## config.mk

```make
export PLATFORM = sky130hd
export DESIGN_NAME = regguard_top
export DESIGN_NICKNAME = d
export VERILOG_FILES = /design/src/rtl/regguard_pkg.sv /design/src/rtl/regguard_table.sv /design/src/rtl/regguard_match.sv /design/src/rtl/regguard_report.sv /design/src/rtl/regguard_top.sv
export SDC_FILE = /design/constraint.sdc
export NUM_CORES = 1
export LEC_CHECK = 0
export BUFFER_PORTS_ARGS = -buffer_cell sky130_fd_sc_hd__buf_2
export CORE_MARGIN = 3
export CORE_UTILIZATION = 41
export CTS_CLUSTER_SIZE = 24
export DETAILED_ROUTE_END_ITERATION = 12
export MAX_ROUTING_LAYER = met4
export PLACE_DENSITY = 0.6
export SYNTH_ARGS = -nofsm -noshare
export SYNTH_HDL_FRONTEND = slang
export SYNTH_SLANG_ARGS = --single-unit
```

## constraint.sdc

```tcl
create_clock -name clk -period 3.46 [get_ports clk]
set_input_delay 0.865 -clock clk [delete_from_list [all_inputs] [get_ports clk]]
set_output_delay 0.865 -clock clk [all_outputs]
set_load 0.01 [all_outputs]
```

## src/rtl/regguard_pkg.sv

```systemverilog
package regguard_pkg;

    localparam int WORD_W   = 32;
    localparam int IDX_W    = 18;
    localparam int LG_W     = 5;
    localparam int RD_BIT   = 30;
    localparam int WR_BIT   = 29;
    localparam int LG_LSB   = 24;
    localparam int BASE_LSB = 2;
    localparam int BASE_MSB = BASE_LSB + IDX_W - 1;

    typedef logic [IDX_W-1:0] idx_t;

    // decoded guard slot, only the bits that matter are stored
    typedef struct packed {
        logic            rd_lock;
        logic            wr_lock;
        logic [LG_W-1:0] lg;
        idx_t            base;
    } slot_t;

    function automatic slot_t unpack_word(input logic [WORD_W-1:0] w);
        slot_t s;
        s.rd_lock = w[RD_BIT];
        s.wr_lock = w[WR_BIT];
        s.lg      = w[LG_LSB +: LG_W];
        s.base    = w[BASE_MSB:BASE_LSB];
        return s;
    endfunction

    // ones above the span size; the low bits are don't-care
    function automatic idx_t span_mask(input logic [LG_W-1:0] lg);
        idx_t m;
        if (int'(lg) >= IDX_W) m = '0;
        else                   m = ~idx_t'(0) << lg;
        return m;
    endfunction

    function automatic logic covers(input slot_t s, input idx_t idx);
        return ((idx ^ s.base) & span_mask(s.lg)) == '0;
    endfunction

    function automatic logic denies(input slot_t s, input logic wr);
        return s.wr_lock & (wr | s.rd_lock);
    endfunction

endpackage

```

## src/rtl/regguard_table.sv

```systemverilog
module regguard_table
    import regguard_pkg::*;
#(
    parameter int NUM_SLOTS  = 12,
    parameter int CFG_SLOT_W = 4
) (
    input  logic                          clk,
    input  logic                          rst_n,
    input  logic                          cfg_we,
    input  logic [CFG_SLOT_W-1:0]         cfg_slot,
    input  logic [WORD_W-1:0]             cfg_word,
    output slot_t [NUM_SLOTS-1:0]         slots
);

    typedef struct packed {
        slot_t [NUM_SLOTS-1:0] slot;
    } tab_t;

    tab_t  tab_d, tab_q;
    slot_t new_slot;

    // bits of the word that carry no meaning
    logic unused_word_bits;
    assign unused_word_bits = ^{cfg_word[WORD_W-1], cfg_word[LG_LSB-1:BASE_MSB+1],
                                cfg_word[BASE_LSB-1:0]};

    assign new_slot = unpack_word(cfg_word);

    always_comb begin
        tab_d = tab_q;
        for (int s = 0; s < NUM_SLOTS; s++) begin
            if (cfg_we && (int'(cfg_slot) == s)) begin
                tab_d.slot[s] = new_slot;
            end
        end
    end

    always_ff @(posedge clk or negedge rst_n) begin
        if (!rst_n) tab_q <= '0;
        else        tab_q <= tab_d;
    end

    assign slots = tab_q.slot;

endmodule

```

## src/rtl/regguard_match.sv

```systemverilog
module regguard_match
    import regguard_pkg::*;
#(
    parameter int NUM_SLOTS = 12
) (
    input  slot_t [NUM_SLOTS-1:0] slots,
    input  idx_t                  req_idx,
    input  logic                  req_write,
    output logic [NUM_SLOTS-1:0]  deny_vec,
    output logic                  deny
);

    for (genvar g = 0; g < NUM_SLOTS; g++) begin : g_cmp
        assign deny_vec[g] = covers(slots[g], req_idx) & denies(slots[g], req_write);
    end

    assign deny = |deny_vec;

endmodule

```

## src/rtl/regguard_report.sv

```systemverilog
module regguard_report
    import regguard_pkg::*;
(
    input  logic clk,
    input  logic rst_n,
    input  logic req_valid,
    input  idx_t req_idx,
    input  logic req_write,
    input  logic deny,
    input  logic sticky_clr,
    output logic rsp_valid,
    output logic rsp_block,
    output logic fault_pulse,
    output idx_t fault_idx,
    output logic fault_write,
    output logic fault_sticky
);

    typedef struct packed {
        logic rsp_valid;
        logic rsp_block;
        logic fault;
        idx_t fault_idx;
        logic fault_write;
        logic sticky;
    } rpt_t;

    rpt_t rpt_d, rpt_q;
    logic refuse;

    assign refuse = req_valid & deny;

    always_comb begin
        rpt_d           = rpt_q;
        rpt_d.rsp_valid = req_valid;
        rpt_d.rsp_block = refuse;
        rpt_d.fault     = refuse;
        if (refuse) begin
            rpt_d.fault_idx   = req_idx;
            rpt_d.fault_write = req_write;
        end
        rpt_d.sticky = refuse | (rpt_q.sticky & ~sticky_clr);
    end

    always_ff @(posedge clk or negedge rst_n) begin
        if (!rst_n) rpt_q <= '0;
        else        rpt_q <= rpt_d;
    end

    assign rsp_valid    = rpt_q.rsp_valid;
    assign rsp_block    = rpt_q.rsp_block;
    assign fault_pulse  = rpt_q.fault;
    assign fault_idx    = rpt_q.fault_idx;
    assign fault_write  = rpt_q.fault_write;
    assign fault_sticky = rpt_q.sticky;

endmodule

```

## src/rtl/regguard_top.sv

```systemverilog
module regguard_top
    import regguard_pkg::*;
#(
    parameter int NUM_SLOTS  = 12,
    parameter int CFG_SLOT_W = 4
) (
    input  logic                  clk,
    input  logic                  rst_n,
    input  logic                  cfg_we,
    input  logic [CFG_SLOT_W-1:0] cfg_slot,
    input  logic [31:0]           cfg_word,
    input  logic                  req_valid,
    input  logic [17:0]           req_idx,
    input  logic                  req_write,
    input  logic                  sticky_clr,
    output logic                  rsp_valid,
    output logic                  rsp_block,
    output logic                  fault_pulse,
    output logic [17:0]           fault_idx,
    output logic                  fault_write,
    output logic                  fault_sticky
);

    slot_t [NUM_SLOTS-1:0] slots;
    logic  [NUM_SLOTS-1:0] deny_vec;
    logic                  deny;

    regguard_table #(
        .NUM_SLOTS  (NUM_SLOTS),
        .CFG_SLOT_W (CFG_SLOT_W)
    ) u_table (
        .clk      (clk),
        .rst_n    (rst_n),
        .cfg_we   (cfg_we),
        .cfg_slot (cfg_slot),
        .cfg_word (cfg_word),
        .slots    (slots)
    );

    regguard_match #(
        .NUM_SLOTS (NUM_SLOTS)
    ) u_match (
        .slots     (slots),
        .req_idx   (req_idx),
        .req_write (req_write),
        .deny_vec  (deny_vec),
        .deny      (deny)
    );

    regguard_report u_report (
        .clk          (clk),
        .rst_n        (rst_n),
        .req_valid    (req_valid),
        .req_idx      (req_idx),
        .req_write    (req_write),
        .deny         (deny),
        .sticky_clr   (sticky_clr),
        .rsp_valid    (rsp_valid),
        .rsp_block    (rsp_block),
        .fault_pulse  (fault_pulse),
        .fault_idx    (fault_idx),
        .fault_write  (fault_write),
        .fault_sticky (fault_sticky)
    );

endmodule

```

# Word-level counts from Yosys, hierarchy flattened
# Index checks and enable logic that the tools add are counted.
# W data, S select, Z words.
# totals
ff_bits	322
latch_bits	0
ramBits	0
romBits	0
in_bits	60
out_inout_bits	23
n_memories	0
# op_classes
addsub	0
n_mul	0
div	0
order_cmp	12
eq_ne	11
shifts	12
muxes	12
bitwise	64
n_reduce_logical	26
# op_table
cell	count
$and A18 B18 Y18	12
$logic_not A18 Y1	12
$mux W18	12
$shl A18 B5 Y18 const A	12
$xor A18 B18 Y18	12
$ge A5 B5 Y1 const B	12
$eq A4 B4 Y1 const B	8
$and A1 B1 Y1	26
$or A1 B1 Y1	13
$logic_and A1 B1 Y1	12
$reduce_or A12 Y1	1
$eq A4 B3 Y1 const B	2
$eq A4 B2 Y1 const B	1
$logic_not A4 Y1	1
$not A1 Y1	1

# Depth between registers and ports, before layout
# depth
depth_word	8
depth_mapped	11
depth_no_buf	8

# Hierarchy
# A second synthesis with hierarchy kept.
# hier_totals
hier_cells	1361
area_unflattened_um2	16758.6
# modules_own_cells
module	n_inst	cells_per_inst	area_per_inst_um2	seq_area_each_um2
regguard_table	1	672	11486.0	7507.2
regguard_match	1	641	4391.7	0.0
regguard_report	1	48	880.8	550.5

# Worst setup path after synthesis
# Ideal clock, no wire load.
# synth_timing
kind	input -> register
startpoint	input port req_idx[11]
endpoint	register u_report.rpt_q, in the netlist u_report.fault_idx[10]
setup_time_ns	0.125
t_arrival_ns	3.062
slack_ns	0.273
cell_stages	11
path_buffers	3
cell_sequence	clkbuf_1 > buf_2 > xor2_1 > a22oi_1 > nand3_1 > a211o_1 > a221oi_1 > nor4_2 > a41oi_2 > buf_6 > mux2_4
# synth_between
elab_chain_len	6
# synth_lines
element	line_no	rtl
start: declaration	regguard_top.sv:13	input logic [17:0] req_idx,
$xor A18 B18 Y18	regguard_pkg.sv:40	return ((idx ^ s.base) & span_mask(s.lg)) == '0;
$and A18 B18 Y18	regguard_pkg.sv:40	
$logic_not A18 Y1	regguard_pkg.sv:40	
$and A1 B1 Y1	regguard_match.sv:14	assign deny_vec[g] = covers(slots[g], req_idx) & denies(slots[g], req_write);
$reduce_or A12 Y1 (*)	regguard_match.sv:17	assign deny = |deny_vec;
$and A1 B1 Y1 (*)	regguard_report.sv:31	assign refuse = req_valid & deny;
end signal: assignment	regguard_report.sv:47	else rpt_q <= rpt_d;
end: declaration	regguard_report.sv:28	rpt_t rpt_d, rpt_q;
# Every way passes the cells marked *; elsewhere a longest branch is shown, timed or not.
# A chain may end at the register's enable or synchronous reset.

# Worst setup path after layout
# layout_timing
startpoint	register u_table.tab_q, in the netlist u_table.slots[271]
endpoint	register u_report.rpt_q, in the netlist u_report.fault_idx[0]
# layout_between
elab_chain_len	7
# layout_lines
element	line_no	rtl
start: declaration	regguard_table.sv:19	tab_t tab_d, tab_q;
start signal: assignment	regguard_table.sv:40	else tab_q <= tab_d;
$shl A18 B5 Y18 / $ge A5 B5 Y1 (equally long branches)	regguard_pkg.sv:35, regguard_pkg.sv:34	
$mux W18 (*)	regguard_pkg.sv:34	if (int'(lg) >= IDX_W) m = '0;
$and A18 B18 Y18 (*)	regguard_pkg.sv:40	
$logic_not A18 Y1 (*)	regguard_pkg.sv:40	
$and A1 B1 Y1 (*)	regguard_match.sv:14	
$reduce_or A12 Y1 (*)	regguard_match.sv:17	
$and A1 B1 Y1 (*)	regguard_report.sv:31	
# Marks and branches as above.

==> run summary <==
LAYOUT
--------------------------------------------------------------------------------------
Synthesis-to-finish area growth                                                  15.2%
Most common library cell in the layout ignoring fill and taps                  dfrtp_1
Proportion of layout cells with a drive suffix above 1                           37.4%
Most frequent cells in the layout                                         dfrtp_1, mux2_2, xor2_1
Total of fill cells in the finished design                                       3,590
Number of nets in the final layout                                               1,537

PLACE
--------------------------------------------------------------------------------------
Weighted congestion reported at the end of routability-driven placement          0.913
Final HPWL DP                                                                33,000 um
Number of port buffers                                                              75

CTS
--------------------------------------------------------------------------------------
Clock transition at the registers of the reported paths                        0.06 ns
TritonCTS Buffers                                                                   36
Clock latency on the worst-skew pair                                           0.54 ns
CTS hold repair buffers                                                              0
Clk Tree Root Cell                                                           clkbuf_16
Clock sink count                                                                   322
Longest Clk Path Bufs                                                                3
Number of resized instances in the post-cts repair step                              0
Setup Buffers After CTS                                                              0
Clock tree from TritonCTS                                                         done
Number of levels in the clock H-tree                                                 2

POWER
--------------------------------------------------------------------------------------
Total power                                                                    13.0 mW
Ratio of total power to cell area                                           676 nW/um2
Worst ir drop on vdd                                                            328 uV
Leakage dissipation                                                            8.23 nW

WORST SETUP PATH
--------------------------------------------------------------------------------------
Critical Setup Path Class                                                   reg -> reg
Critical Path Start Type                                                          flop
Path depth of the worst reg2reg path                                                 9
Data arrival time of the worst path                                            3.51 ns
Worst setup EP type                                                               flop
Required time of the critical path                                             3.88 ns
Highest fanout seen on the critical path                                            11

ROUTE
--------------------------------------------------------------------------------------
Pre-Repair DR Iteration Count                                                        5
Routed vias/inst                                                                  5.54
Iteration-0 DRC count of the detailed router                                       831
Final wirelength                                                             47,200 um
Avg WL per Cell                                                                23.3 um
Drt drc                                                                              0
Detailed-route via count                                                        11,200
Remaining antenna violation count after routing                                      0

TIMING
--------------------------------------------------------------------------------------
Hold Slack                                                                    0.292 ns
Post-route clock period utilization                                              89.5%
Slew Limit Headroom                                                              61.3%
Time the final worst path needs with I/O delays and setup                      3.10 ns
Total count of max-transition violations in the final report                         0
Final clock skew                                                             0.0280 ns
Final number of setup-violating endpoints                                            0
Peak Freq                                                                    0.323 GHz
RSZ-0062 raised after global routing                                             false
Slew @ Worst Pin                                                              0.581 ns
Number of hold-slack violations in the final timing report                           0

LOGIC SYNTHESIS
--------------------------------------------------------------------------------------
Mapped cell area                                                            16,700 um2
Proportion of netlist area held by the largest area contributor                  48.3%
Primary FF master, synth                                                       dfrtp_1
Synth top area cells                                                      dfrtp_1, mux2_2, xor2_1
Number of unique standard cell types used by synthesis                              75
Synthesized instance count                                                       1,390
Number of enable flip-flop cells after synthesis                                     0
Register area share after synthesis                                              48.3%
Proportion of synthesized flip-flops having asynchronous set or reset             100%
Synthesis-stage register bit count                                                 322
Largest area contributor in the synthesized netlist                            dfrtp_1
Post-Syn Area per Cell                                                        12.0 um2
Syn. warnings                                                                        0
Syn nets                                                                         1,450

STATUS
--------------------------------------------------------------------------------------
Status                                                                       completed

FLOORPLAN
--------------------------------------------------------------------------------------
Die Y                                                                           208 um
Die Span X                                                                      208 um
Core Rows                                                                           73
Placeable Area                                                              39,900 um2
Die Area                                                                    43,100 um2
Ports placed on the boundary                                                        83
Effective utilization at floorplan                                               41.8%

FLOW RUN
--------------------------------------------------------------------------------------
Count of max-cap constraint violations                                               0

MIN PATH
--------------------------------------------------------------------------------------
Worst min path class                                                       in -> async

GLOBAL ROUTE
--------------------------------------------------------------------------------------
Largest net degree at the start of global routing                                   80
Wire length of the first global-routing pass                                 71,900 um
Via count of the first global-routing pass                                      11,300
Overflow left after global routing                                                   0
Antenna violations before repair                                                     1
Global Route Usage Sum                                                           22.3%

power breakdown:
part,switching (mW),total (mW),internal [mW]
logic,1.65,3.52,1.86
clock network,1.55,3.93,2.38
registers,0.833,5.55,4.71
logic make-up (layout without fill, tap and decap cells):
kind of cell	after synthesis	in the layout	synth area share, %
DFF	322	322	48.3
AOI/OAI and AO/OA	233	233	9.10
adders and majority gates	4	4	0.240
and+or+nand+nor	160	160	4.86
buffers and inverters	142	253	4.58
muxes	313	313	21.5
xor gates and xnor gates	216	216	11.3
other	0	1	0
area by class of cell:
type                            count  area [um2]  share of cell area [%]
Sequential cell                   322        8060                    41.9
Multi-Input combinational cell    926        7880                    41.0
Timing Repair Buffer              177        1350                    7.03
Clock buffer                       52        1070                    5.59
Tap cell                          525         657                    3.42
Clock inverter                     10         136                   0.710
Inverter                           14        52.6                   0.274
Antenna cell                        1        2.50                  0.0130
per-layer routing:
layer	wire length (um)	global-route usage [%]	vias up
met1	23000	33.3	5732
met3	2470	3.31	86
li1	-	-	5079
met5	0	-	-
met2	20300	31.6	327
met4	1420	6.21	0
path summary, 6_finish.rpt:
| check | from | slack (ns) | endpoint |
|---|---|---|---|
| worst max-delay path | u_table.slots[271] | 0.36 | u_report.fault_idx[0] |
| worst min-delay path | rst_n | 0.29 | u_report.fault_idx[17] |
| worst max register to register | u_table.slots[271] | 0.36 | u_report.fault_idx[0] |
| worst min register to register | u_report.fault_sticky | 0.47 | u_report.fault_sticky |
| max in group asynchronous | rst_n | 2.29 | u_table.slots[201] |
| min in group clk | u_report.fault_sticky | 0.47 | u_report.fault_sticky |
state kept, by name, summed over array words and instances, names as in the netlist:
| name | cells |
|---|---|
| u_report.rsp_valid | 1 |
| u_report.fault_write | 1 |
| u_table.slots | 300 |
| u_report.fault_idx | 18 |
| u_report.fault_sticky | 1 |
| u_report.rsp_block | 1 |
per-stage QoR:
stage	utilization, %	instances	area, um2	setup TNS [ns]	worst slack, ns
6_report	48.1	2027	19200	0	0.364
5_1_grt	48.1	2027	19200	0	0.161
4_1_cts	48.1	2026	19200	0	0.380
3_5_place_dp	45.1	1964	18000	-1.36	-0.0903
3_3_place_gp	45.1	1964	18000	-1.30	-0.0989
2_1_floorplan	-	1390	16700	0	0.273
Yosys cell counts (all sizes together), types with 11 or more instances:
cell	instances
nor3	16
clkbuf	83
xor2	111
nor2	26
nand2	42
inv	14
or3	11
xnor2	105
mux2	313
nor4	11
buf	45
nand3	18
dfrtp	322
o21ai	65
a21oi	69
critical path: stages (launching register included):
cell and delay (ns):
dfrtp_1 0.48, or3_4 0.43, or3_1 0.31, o2111ai_1 0.12
o2111ai_1 0.22, a221o_1 0.38, a2111oi_4 0.31, a41oi_4 0.21
buf_12 0.20, mux2_1 0.31
(Power assumes the default switching activity.)
